===== src/rtl/rtc_rb_pkg.sv =====
package rtc_rb_pkg;
   localparam int BYTE_W = 8;

   typedef enum logic [2:0] {
      ST_IDLE, ST_SEL, ST_WADDR, ST_WDATA, ST_READ, ST_SKIP
   } bus_st_e;

   function automatic logic [BYTE_W-1:0] rst_val(int idx);
      case (idx)
         3, 4, 7, 8: return 8'h01;
         11:         return 8'h20;
         12:         return 8'h46;
         default:    return 8'h00;
      endcase
   endfunction
endpackage


===== src/rtl/rtc_rb_fsm.sv =====
module rtc_rb_fsm
   import rtc_rb_pkg::*;
#(
   parameter logic [6:0] DEV_ID = 7'b1101111
) (
   input  logic              clk,
   input  logic              rst_n,
   input  logic              start,
   input  logic              stop,
   input  logic              byte_vld,
   input  logic [BYTE_W-1:0] byte_in,
   input  logic              rd_req,
   output bus_st_e           state,
   output logic              load_ptr,
   output logic              wr_en,
   output logic              rd_en,
   output logic              snap_take
);
   logic    evt_ok, id_hit;
   bus_st_e nxt;

   always_comb begin
      evt_ok    = !start && !stop;
      id_hit    = byte_in[BYTE_W-1:1] == DEV_ID;
      load_ptr  = evt_ok && byte_vld && state == ST_WADDR;
      wr_en     = evt_ok && byte_vld && state == ST_WDATA;
      rd_en     = evt_ok && rd_req && state == ST_READ;
      snap_take = evt_ok && byte_vld && state == ST_SEL && id_hit && byte_in[0];
      nxt       = state;
      if (stop)
         nxt = ST_IDLE;
      else if (start)
         nxt = ST_SEL;
      else if (byte_vld) begin
         case (state)
            ST_SEL:   nxt = !id_hit ? ST_SKIP : (byte_in[0] ? ST_READ : ST_WADDR);
            ST_WADDR: nxt = ST_WDATA;
            default:  nxt = state;
         endcase
      end
   end

   always_ff @(posedge clk or negedge rst_n) begin
      if (!rst_n) state <= ST_IDLE;
      else        state <= nxt;
   end

   // a foreign device identity parks the transaction
   p_foreign_skip_r1: assert property (@(posedge clk) disable iff (!rst_n)
      (state == ST_SEL && byte_vld && !start && !stop && byte_in[BYTE_W-1:1] != DEV_ID)
      |=> state == ST_SKIP);

   // stop always returns to idle
   p_stop_idle_r11: assert property (@(posedge clk) disable iff (!rst_n)
      stop |=> state == ST_IDLE);
endmodule


===== src/rtl/rtc_rb_ptr.sv =====
module rtc_rb_ptr
   import rtc_rb_pkg::*;
#(
   parameter int NREG = 48,
   parameter int AW   = $clog2(NREG)
) (
   input  logic              clk,
   input  logic              rst_n,
   input  logic              load,
   input  logic [BYTE_W-1:0] load_val,
   input  logic              adv,
   output logic [AW-1:0]     ptr
);
   localparam logic [AW-1:0] LAST = AW'(NREG - 1);

   always_ff @(posedge clk or negedge rst_n) begin
      if (!rst_n)
         ptr <= '0;
      else if (load)
         ptr <= (int'(load_val) < NREG) ? load_val[AW-1:0] : '0;
      else if (adv)
         ptr <= (ptr == LAST) ? '0 : ptr + 1'b1;
   end

   p_load_clamp_r3: assert property (@(posedge clk) disable iff (!rst_n)
      (load && int'(load_val) >= NREG) |=> ptr == '0);

   p_wrap_r4: assert property (@(posedge clk) disable iff (!rst_n)
      (adv && !load && ptr == LAST) |=> ptr == '0);

   p_step_r4: assert property (@(posedge clk) disable iff (!rst_n)
      (adv && !load && ptr != LAST) |=> ptr == $past(ptr) + 1'b1);
endmodule


===== src/rtl/rtc_rb_store.sv =====
module rtc_rb_store
   import rtc_rb_pkg::*;
#(
   parameter int NREG     = 48,
   parameter int AW       = $clog2(NREG),
   parameter int CLK_REGS = 7,
   parameter int TAW      = $clog2(CLK_REGS),
   parameter int WEN_ADDR = 8,
   parameter int WEN_BIT  = 6,
   parameter bit SNAP_EN  = 1'b1
) (
   input  logic              clk,
   input  logic              rst_n,
   input  logic [AW-1:0]     ptr,
   input  logic              wr_en,
   input  logic [BYTE_W-1:0] wdata,
   input  logic              tk_we,
   input  logic [TAW-1:0]    tk_addr,
   input  logic [BYTE_W-1:0] tk_data,
   input  logic              snap_take,
   input  logic              snap_drop,
   input  logic              rd_en,
   output logic [BYTE_W-1:0] rd_data,
   output logic              rd_vld
);
   localparam int LW = CLK_REGS * BYTE_W;

   logic [BYTE_W-1:0] regs [NREG];
   logic [BYTE_W-1:0] snap [CLK_REGS];
   logic [LW-1:0]     live_vec, snap_vec;
   logic              hold, wen, in_clk, bus_acc, tk_ok;
   logic [BYTE_W-1:0] rd_src;

   always_comb begin
      wen     = regs[WEN_ADDR][WEN_BIT];
      in_clk  = int'(ptr) < CLK_REGS;
      bus_acc = wr_en && (!in_clk || wen);
      tk_ok   = tk_we && int'(tk_addr) < CLK_REGS;
   end

   for (genvar i = 0; i < NREG; i++) begin : g_reg
      localparam logic [BYTE_W-1:0] RV = rst_val(i);
      if (i < CLK_REGS) begin : g_clk
         always_ff @(posedge clk or negedge rst_n) begin
            if (!rst_n)                               regs[i] <= RV;
            else if (bus_acc && ptr == AW'(i))        regs[i] <= wdata;
            else if (tk_ok && tk_addr == TAW'(i))     regs[i] <= tk_data;
         end
         assign live_vec[i*BYTE_W +: BYTE_W] = regs[i];
      end else begin : g_gen
         always_ff @(posedge clk or negedge rst_n) begin
            if (!rst_n)                        regs[i] <= RV;
            else if (bus_acc && ptr == AW'(i)) regs[i] <= wdata;
         end
      end
   end

   if (SNAP_EN) begin : g_snap
      always_ff @(posedge clk or negedge rst_n) begin
         if (!rst_n)         hold <= 1'b0;
         else if (snap_take) hold <= 1'b1;
         else if (snap_drop) hold <= 1'b0;
      end
      for (genvar j = 0; j < CLK_REGS; j++) begin : g_sb
         always_ff @(posedge clk or negedge rst_n) begin
            if (!rst_n)         snap[j] <= '0;
            else if (snap_take) snap[j] <= regs[j];
         end
         assign snap_vec[j*BYTE_W +: BYTE_W] = snap[j];
      end

      // the held copy is frozen until the next capture
      p_snap_frozen_r8: assert property (@(posedge clk) disable iff (!rst_n)
         (hold && !snap_take) |=> $stable(snap_vec));
   end else begin : g_live
      assign hold = 1'b0;
      for (genvar j = 0; j < CLK_REGS; j++) begin : g_tie
         assign snap[j] = '0;
         assign snap_vec[j*BYTE_W +: BYTE_W] = '0;
      end
   end

   always_comb begin
      if (in_clk && hold) rd_src = snap[ptr[TAW-1:0]];
      else                rd_src = regs[ptr];
   end

   always_ff @(posedge clk or negedge rst_n) begin
      if (!rst_n) begin
         rd_data <= '0;
         rd_vld  <= 1'b0;
      end else begin
         rd_vld <= rd_en;
         if (rd_en) rd_data <= rd_src;
      end
   end

   // a protected clock byte ignores the bus while the enable is clear
   p_blocked_r5: assert property (@(posedge clk) disable iff (!rst_n)
      (wr_en && in_clk && !wen && !tk_we) |=> $stable(live_vec));

   p_rd_pulse_r7: assert property (@(posedge clk) disable iff (!rst_n)
      rd_en |=> rd_vld);
endmodule


===== src/rtl/rtc_regbank_ctrl.sv =====
module rtc_regbank_ctrl
   import rtc_rb_pkg::*;
#(
   parameter int         NREG     = 48,
   parameter int         CLK_REGS = 7,
   parameter int         WEN_ADDR = 8,
   parameter int         WEN_BIT  = 6,
   parameter logic [6:0] DEV_ID   = 7'b1101111,
   parameter bit         SNAP_EN  = 1'b1,
   localparam int        AW       = $clog2(NREG),
   localparam int        TAW      = $clog2(CLK_REGS)
) (
   input  logic              clk,
   input  logic              rst_n,
   input  logic              bus_start,
   input  logic              bus_stop,
   input  logic              bus_byte_vld,
   input  logic [BYTE_W-1:0] bus_byte,
   input  logic              bus_rd_req,
   input  logic              tk_we,
   input  logic [TAW-1:0]    tk_addr,
   input  logic [BYTE_W-1:0] tk_data,
   output logic [BYTE_W-1:0] rd_data,
   output logic              rd_vld,
   output logic              sel_active
);
   if (NREG < 2 || NREG > 255) begin : g_bad_nreg
      $error("NREG out of range");
   end
   if (CLK_REGS < 2 || CLK_REGS > NREG) begin : g_bad_clk
      $error("CLK_REGS out of range");
   end
   if (WEN_ADDR < CLK_REGS || WEN_ADDR >= NREG) begin : g_bad_wen
      $error("WEN_ADDR must lie outside the clock section");
   end
   if (WEN_BIT < 0 || WEN_BIT >= BYTE_W) begin : g_bad_bit
      $error("WEN_BIT out of range");
   end

   bus_st_e       state;
   logic          load_ptr, wr_en, rd_en, snap_take;
   logic [AW-1:0] ptr;

   rtc_rb_fsm #(.DEV_ID(DEV_ID)) u_fsm (
      .clk(clk), .rst_n(rst_n), .start(bus_start), .stop(bus_stop),
      .byte_vld(bus_byte_vld), .byte_in(bus_byte), .rd_req(bus_rd_req),
      .state(state), .load_ptr(load_ptr), .wr_en(wr_en), .rd_en(rd_en),
      .snap_take(snap_take)
   );

   rtc_rb_ptr #(.NREG(NREG), .AW(AW)) u_ptr (
      .clk(clk), .rst_n(rst_n), .load(load_ptr), .load_val(bus_byte),
      .adv(wr_en || rd_en), .ptr(ptr)
   );

   rtc_rb_store #(
      .NREG(NREG), .AW(AW), .CLK_REGS(CLK_REGS), .TAW(TAW),
      .WEN_ADDR(WEN_ADDR), .WEN_BIT(WEN_BIT), .SNAP_EN(SNAP_EN)
   ) u_store (
      .clk(clk), .rst_n(rst_n), .ptr(ptr), .wr_en(wr_en), .wdata(bus_byte),
      .tk_we(tk_we), .tk_addr(tk_addr), .tk_data(tk_data),
      .snap_take(snap_take), .snap_drop(bus_stop), .rd_en(rd_en),
      .rd_data(rd_data), .rd_vld(rd_vld)
   );

   assign sel_active = (state == ST_WADDR) || (state == ST_WDATA) || (state == ST_READ);
endmodule


===== config.mk =====
export PLATFORM = sky130hd
export DESIGN_NAME = rtc_regbank_ctrl
export DESIGN_NICKNAME = d
export VERILOG_FILES = /design/src/rtl/rtc_rb_pkg.sv /design/src/rtl/rtc_rb_fsm.sv /design/src/rtl/rtc_rb_ptr.sv /design/src/rtl/rtc_rb_store.sv /design/src/rtl/rtc_regbank_ctrl.sv
export SDC_FILE = /design/constraint.sdc
export NUM_CORES = 1
export LEC_CHECK = 0
export BUFFER_PORTS_ARGS = -buffer_cell sky130_fd_sc_hd__clkbuf_2
export CAP_MARGIN = 0
export CORE_MARGIN = 2
export CORE_UTILIZATION = 45
export CTS_BUF_LIST = sky130_fd_sc_hd__clkbuf_4 sky130_fd_sc_hd__clkbuf_8 sky130_fd_sc_hd__clkbuf_16
export CTS_CLUSTER_SIZE = 14
export DETAILED_ROUTE_END_ITERATION = 6
export GPL_TIMING_DRIVEN = 0
export SLEW_MARGIN = 20
export SYNTH_ARGS = -nofsm -noshare
export SYNTH_HDL_FRONTEND = slang
export SYNTH_SLANG_ARGS = --single-unit

===== constraint.sdc =====
create_clock -name clk -period 2.5 [get_ports clk]
set_input_delay 0.25 -clock clk [delete_from_list [all_inputs] [get_ports clk]]
set_output_delay 0.25 -clock clk [all_outputs]
set_load 0.02 [all_outputs]

==> key figures, run 1 <==
Worst setup path
  • Startpoint types: flip-flop
  • Crit end category: flip-flop
  • Reg-to-reg startpoint: u_ptr.ptr[2]
  • Worst setup path category: flip-flop to flip-flop
  • FF-to-FF setup slack: 0.03 ns
  • WP data arrival: 2.92 ns
  • CP most frequent cell: buf_2
  • Worst r2r path cells: 7
  • Crit Path Max Fanout: 10
  • Slowest cell delay on critical path: 0.42 ns
  • Crit path max-delay cell type: nor4_2
  • Worst-path cell chain: buf_2 > buf_2 > buf_4 > mux2i_1 > nor2_1 > nor4_2 > a21oi_1
  • Crit path from: u_ptr.ptr[2]
  • WP data required: 2.95 ns
  • Crit Reg-Reg Endpoint: u_store.rd_data[5]

STA
  • Minimum clock period: 2.47 ns
  • Fin crit share: 0.988
  • Hold violation count in the final report: 0
  • Final worst setup slack: approximately 0.031 ns
  • Fmax: 405 MHz
  • Max-slew headroom: 0.199
  • Least-Margin Pin Slew: 1.20 ns
  • Clock skew: 0.0243 ns
  • Max-slew violations: 0
  • RSZ-0062 raised after global routing: true
  • Final setup fails: 0
  • Worst hold margin: between 0.05 and 0.06 ns

Routing
  • Wirelength per Cell: 28.6 um
  • First DRT Iteration DRCs: 1232
  • # DRC: 0
  • Vias per cell: 5.99
  • DRT Pass-1 Iters: 5
  • Post-Route WL: 67500 um
  • Via count: around 14k
  • Antenna-violating nets left: 0

Power and ir drop
  • Switch Pwr: roughly 4.7 mW
  • Peak VDD IR: 0.506 mV
  • Pint: 13.2 mW
  • Flop pwr share: 0.439
  • Leakage: ~13 nW
  • Total Power: 18.0 mW
  • Switch share: 0.264
  • Power density cells: 685 mW/mm2
  • Clk pwr share: 0.426
  • Logic pwr share: 0.135

Synth
  • Count leader, synth: dfrtp_1
  • Fraction of registers with async set/reset: 1.00
  • Number of enable flip-flop cells after synthesis: 0
  • Cell count after synthesis: 1538
  • Synth cell count leaders: dfrtp_1, mux2_2, mux4_2
  • Net Count, Synth: 1568
  • Post-synth top area share: 0.495
  • Synth Area in XOR/XNOR: 0
  • Synth top area cells: dfrtp_1, mux2_2, mux4_2
  • Sequential area share after synthesis: 0.504
  • Post-synthesis mux area share: 0.357
  • Adder-Cell Fraction of Synth Area: 0.00219
  • Syn Area/Cell: 14.8 um2
  • Yosys warns: 0
  • Largest family of logic cells by synthesized area: multiplexers
  • Top_reg_cell synth: dfrtp_1
  • Post-Syn Area: approximately 0.023 mm2
  • Synth cell types: 63
  • Simple-gate portion of the synthesized area: 0.0746
  • Flops & latches, synth: 459
  • Cell accounting for the most synthesized area: dfrtp_1
  • Synth Area in Compound Gates: 0.0336

Clock network
  • Clock Sinks: 459
  • CTS Buf Count: 50
  • H-tree levels: 2
  • CTS max path bufs: 3
  • Worst-path clk slew: around 0.060 ns
  • Clk root buf: clkbuf_16
  • CTS tree: yes
  • Clock insertion delay at the later pin of the skew report: 0.60 ns

Finish
  • Post-route insts no fill: 2360
  • Layout cells sized above 1: 0.484
  • Area grow syn2layout: 15.1%
  • Non-Filler Cell Area, Final: around 0.026 mm2
  • Nets@finish: between 1.5k and 2k
  • Fillers: between 4k and 5k

Global route
  • Number of global-route vias before repair: 14.6k
  • GRT Overall Usage: 0.261
  • Initial antenna violation count: 4
  • Overflow after GRT: 0
  • Largest net degree at the start of global routing: 92
  • First-pass GRT wire length: 100000 um

Floorplan
  • Initial core utilization: 0.456
  • Row Count: 82
  • Core footprint: 0.0501 mm2
  • Die height: 229 um
  • I/O Pins: 36
  • Die width: 229 um
  • Die area: 0.0525 mm2

Placed design
  • Placer congestion estimate: 0.995
  • DP HPWL: 47300 um
  • Cell count after placement: 2248
  • IO buf count: 33
  • Setup WS pre-CTS: -1.01 ns
  • Area post-placement: around 0.024 mm2

Min path
  • Hold crit path type: input pin to flip-flop
  • Min-delay src: bus_start
  • Worst hold path depth: 3
  • Hold path endpoint: u_fsm.state[1]

Run
  • Max_cap viols: 0

Outcome
  • Outcome: finished clean
## critical path, delay by kind of cell, from the launching register on
kind                   cells  cell delay (ns)
muxes                      1             0.29
buffers and inverters      3             0.97
AOI/OAI and AO/OA          1             0.11
and+or+nand+nor            2             0.54
DFF                        1             0.40
## per-layer routing
| metal | vias up | track usage | wire length (um) |
|---|---|---|---|
| met1 | 7531 | 0.369 | 29300 |
| met5 | - | 0 | 33 |
| met3 | 136 | 0.0533 | 4880 |
| met4 | 4 | 0.118 | 3120 |
| met2 | 507 | 0.391 | 30200 |
| li1 | 5949 | - | - |
## per-stage QoR
stage	setup TNS, ns	util
2_1_floorplan	0	-
3_3_place_gp	-4403.38	0.476
3_5_place_dp	-208.70	0.479
4_1_cts	0	0.523
5_1_grt	-0.0266	0.524
6_report	0	0.524
## flip-flops by register name, summed over array words and instances (netlist names)
| signal | cells |
|---|---|
| u_ptr.ptr | 6 |
| u_store.rd_data | 8 |
| u_store.live_vec | 56 |
| u_store.snap | 56 |
| u_store.rd_vld | 1 |
| u_store.hold | 1 |
| u_store.regs | 328 |
| u_fsm.state | 3 |
## how the worst max path moves through the flow
stage / to / slack [ns]
2_1_floorplan: u_store.live_vec[45] / 0.03
3_3_place_gp: u_store.regs[65] / -9.26
3_5_place_dp: u_store.live_vec[38] / -1.01
4_1_cts: u_store.regs[323] / 0.004
5_1_grt: u_store.rd_data[5] / -0.02
6_report: u_store.rd_data[5] / 0.03
## cells in the final DEF, fill, tap and decap left out, types with 25 or more instances in the layout
| cell | instances |
|---|---|
| mux2_2 | 335 |
| a21oi_1 | 47 |
| mux2_1 | 35 |
| dfrtp_1 | 451 |
| mux4_2 | 96 |
| nand2_1 | 49 |
| clkbuf_2 | 39 |
| mux2_4 | 80 |
| mux2i_1 | 61 |
| buf_4 | 31 |
| nor2_8 | 25 |
| clkbuf_16 | 51 |
| nor2_1 | 44 |
| clkbuf_1 | 44 |
## repair_timing
| item | 4_1_cts | 5_1_grt |
|---|---|---|
| cloned | 0 | 0 |
| endpoints found under the setup margin | 321 | 117 |
| hold endpoints to repair | 61 | 0 |
| pin swaps | 16 | 7 |
| setup buffers | 16 | 1 |
| hold buffers | 4 | 0 |
| gates resized for setup | 64 | 17 |
## cells by family (layout without fill, tap and decap cells)
family	Yosys count	in the layout
adders and majority gates	4	4
AOI/OAI and AO/OA	123	123
and+or+nand+nor	222	222
muxes	608	608
buffers and inverters	122	267
DFF	459	459
other	0	5
## power groups by stage
stage	Sequential (mW)	Clock [mW]	Combinational, mW
finish	7.89	7.65	2.44
global route	7.91	8.12	2.57
CTS	7.89	7.80	2.43
detailed placement	8.02	0	2.31
global placement	8.02	0	2.26
floorplan	7.95	0	1.38
## area by class of cell
class / count / area, um2 / share of cell area
repair buffers: 59 / 542 / 0.0206
clock inverters: 5 / 78.8 / 0.00300
clock buffers: 85 / 1640 / 0.0624
multi-input cells: 957 / 10900 / 0.416
flip-flops and latches: 459 / 11500 / 0.438
well taps: 672 / 841 / 0.0320
plain buffers: 113 / 712 / 0.0271
inverters: 5 / 26.3 / 0.00100
diodes: 5 / 12.5 / 0.000477
No activity file was read; power rests on OpenSTA's default activity.
==> inputs of run 2 (changes only) <==
--- a/config.mk
+++ b/config.mk
@@ -5,6 +5,7 @@
 export SDC_FILE = /design/constraint.sdc
 export NUM_CORES = 1
 export LEC_CHECK = 0
+export ABC_AREA = 1
 export BUFFER_PORTS_ARGS = -buffer_cell sky130_fd_sc_hd__clkbuf_2
 export CAP_MARGIN = 0
 export CORE_MARGIN = 2
@@ -16,4 +17,5 @@
 export SLEW_MARGIN = 20
 export SYNTH_ARGS = -nofsm -noshare
 export SYNTH_HDL_FRONTEND = slang
+export SYNTH_HIERARCHICAL = 1
 export SYNTH_SLANG_ARGS = --single-unit
==> run 2 against run 1 <==
Compared with the run above: the flow now finishes with violations (negative setup slack); setup slack worse by 0.058 ns; clock-buffer cell count is 1 higher; first-iteration DRC count is 110% higher; global-route usage is 9.5 points higher; critical path type unchanged; critical endpoint is now u_store/rd_data[6]; largest cell class unchanged.
==> key figures, run 2 <==
Outcome
  • Outcome: finished, violations left
  • Failing checks: negative setup slack

Global route
  • Largest net degree at the start of global routing: 90
  • Initial antenna violation count: 2
  • GRT Overall Usage: 0.356
  • First-pass GRT wire length: about 130000 um
  • Overflow after GRT: 0
  • Number of global-route vias before repair: between 15k and 20k

Clock network
  • Clock Sinks: ~460
  • H-tree levels: 2
  • CTS Buf Count: 51
  • CTS max path bufs: 3
  • Clk root buf: clkbuf_16
  • Clock insertion delay at the later pin of the skew report: 0.61 ns
  • Worst-path clk slew: 0.06 ns
  • CTS tree: yes

Finish
  • Nets@finish: about 3.0k
  • Multi-input gate area: between 0.009 and 0.01 mm2
  • Biggest register: u_store/regs
  • Fillers: 4726
  • Post-route insts no fill: 3651
  • Commonest non-fill, non-tap cells in the layout: nand2_1, dfrtp_1, o21ai_0, o21ai_1, nand3_1
  • Most common cell after layout, fill and taps aside: nand2_1
  • Layout cells sized above 1: 0.122
  • Largest register FFs: 328
  • Register Area: between 0.01 and 0.015 mm2
  • Final core occ: 0.528
  • Area grow syn2layout: 16.3%
  • Antenna cells: 0

Worst setup path
  • CP most frequent cell: nand2_1
  • Crit path max-delay cell type: dfrtp_2
  • Slowest cell delay on critical path: 0.48 ns
  • Delay-heaviest family, CP: buffers and inverters
  • Worst r2r path cells: 10
  • Startpoint types: flip-flop
  • Reg-to-reg startpoint: u_ptr/ptr[2]
  • Crit end category: flip-flop
  • Crit path to: u_store/rd_data[6]
  • Crit path buf inv count: 3
  • Worst-path cell chain: inv_2 > nor2_2 > buf_4 > buf_2 > nand2_1 > nand2_1 > o21ai_0 > nand3_1 > nand2_1 > a21oi_1
  • WP data required: 3.03 ns
  • Crit path from: u_ptr/ptr[2]
  • Crit Path Max Fanout: 10
  • Critical Path Stages: 10
  • Crit Reg-Reg Endpoint: u_store/rd_data[6]
  • FF-to-FF setup slack: -0.03 ns
  • WP data arrival: between 3 and 4 ns
  • Worst setup path category: flip-flop to flip-flop

Power and ir drop
  • Power density cells: 784 mW/mm2
  • Total Power: ~20 mW
  • Peak VDD IR: between 0.5 and 0.6 mV
  • Leakage: 12.4 nW

STA
  • Fmax: 396 MHz
  • Final setup fails: 1
  • RSZ-0062 raised after global routing: true
  • Minimum clock period: 2.53 ns
  • Fin crit share: 1.01
  • Max-slew headroom: 0.162
  • Max-slew violations: 0
  • Final worst setup slack: -0.0275 ns
  • Setup_tns: -0.0275 ns
  • Least-Margin Pin Slew: 1.26 ns
  • Hold violation count in the final report: 0
  • Clock skew: 0.0178 ns

Run
  • Max_cap viols: 0

Synth
  • Cell accounting for the most synthesized area: dfrtp_1
  • Flops & latches, synth: about 460
  • Synth cell count leaders: nand2_1, dfrtp_1, o21ai_0
  • Post-synth top area share: 0.510
  • Yosys warns: 6
  • Fraction of registers with async set/reset: 1.00
  • Syn Area/Cell: 7.79 um2
  • Cell count after synthesis: about 2.8k
  • Top_reg_cell synth: dfrtp_1
  • Sequential area share after synthesis: 0.520
  • Count leader, synth: nand2_1
  • Number of enable flip-flop cells after synthesis: 0
  • Net Count, Synth: 2868
  • Post-Syn Area: ~0.022 mm2
  • Synth cell types: 43
  • Synth top area cells: dfrtp_1, nand2_1, o21ai_0

Routing
  • Wirelength per Cell: 24.4 um
  • Post-Route WL: around 89000 um
  • Antenna-violating nets left: 0
  • Via count: around 21k
  • # DRC: 0
  • DRT Pass-1 Iters: 6
  • First DRT Iteration DRCs: 2612
  • Vias per cell: ~5.8

Placed design
  • Cell count after placement: 3544
  • Placer congestion estimate: 1.02
  • Setup WS pre-CTS: -0.656 ns
  • DP HPWL: 62800 um
  • IO buf count: 34

Min path
  • Hold crit path type: input pin to flip-flop

Floorplan
  • Initial core utilization: 0.454
  • Die width: approximately 230 um
  • Core footprint: approximately 0.049 mm2
  • I/O Pins: 36
  • Row Count: just over 80
  • Die height: 226 um
  • Die area: 0.0510 mm2
-- run 2: changes by cell type in the layout (fill, tap and decap cells not counted), moves of 80 or more --
cell     delta
inv_1      +88
mux2_2    -335
mux2_4     -80
mux4_2     -96
nand2_1  +1228
nand3_1   +104
o21ai_0   +245
o21ai_1   +167
-- run 2: area by class of cell --
cell class              instances  share of cell area
clock inverters                 8             0.00462
flip-flops and latches        459               0.447
well taps                     664              0.0323
repair buffers                 58              0.0207
multi-input cells            2095               0.374
clock buffers                  86              0.0656
plain buffers                 177              0.0397
inverters                     104              0.0160
-- run 2: how the worst min path moves through the flow --
| stage | startpoint | to | cells past startpoint | slack, ns |
|---|---|---|---|---|
| finish | bus_byte[4] | u_ptr/ptr[4] | 5 | 0.05 |
| global route | bus_byte[5] | u_ptr/ptr[5] | 5 | 0.09 |
| CTS | bus_byte[4] | u_ptr/ptr[4] | 5 | 0.03 |
| detailed placement | rst_n | u_store/snap[34] | 1 | 0.29 |
| global placement | u_store/snap[42] | u_store/snap[42] | 2 | 0.46 |
| floorplan | rst_n | u_fsm/state[0] | 0 | -0.05 |
-- run 2: repair_timing --
action | 4_1_cts | 5_1_grt
pin swaps | 3 | 3
buffers inserted | 4 | 6
endpoints found under the setup margin | 309 | 172
hold endpoints to repair | 71 | 0
gates resized for setup | 109 | 100
hold buffers | 9 | 0
-- run 2: where the power goes --
part	switching (mW)	internal [mW]	leakage (nW)
sequential	0.253	7.68	6.19
combinational	3.36	0.877	5.27
clock	3.12	4.88	0.914
total	6.73	13.4	12.4
-- run 2: logic make-up (layout without fill, tap and decap cells) --
logic type      Yosys count  count (layout)  share of synthesized area
fa+ha+maj                 1               1                   0.000565
xor+xnor                  1               1                   0.000396
compound gates          543             543                      0.133
simple gates           1550            1550                      0.292
buf+inv                 287             433                     0.0546
flops                   459             459                      0.520
-- run 2: metal layers --
metal | global-route usage | up-vias | share of wire
met5 | 0 | - | 0.00016
met4 | 0.205 | 2 | 0.064
met3 | 0.0740 | 284 | 0.096
met2 | 0.535 | 1090 | 0.44
met1 | 0.478 | 10224 | 0.40
li1 | - | 9446 | -
-- run 2: worst min-delay path, delay by kind of cell --
family	cells	cell delay, ns
buffers and inverters	3	0.24
AOI/OAI and AO/OA	2	0.13
-- run 2: through the flow --
stage,hold WS (ns),cell area [um2]
5_1_grt,0.0901,25700
3_3_place_gp,0.455,23100
2_1_floorplan,-0.0456,22100
4_1_cts,0.0322,25500
3_5_place_dp,0.290,23300
6_report,0.0485,25700
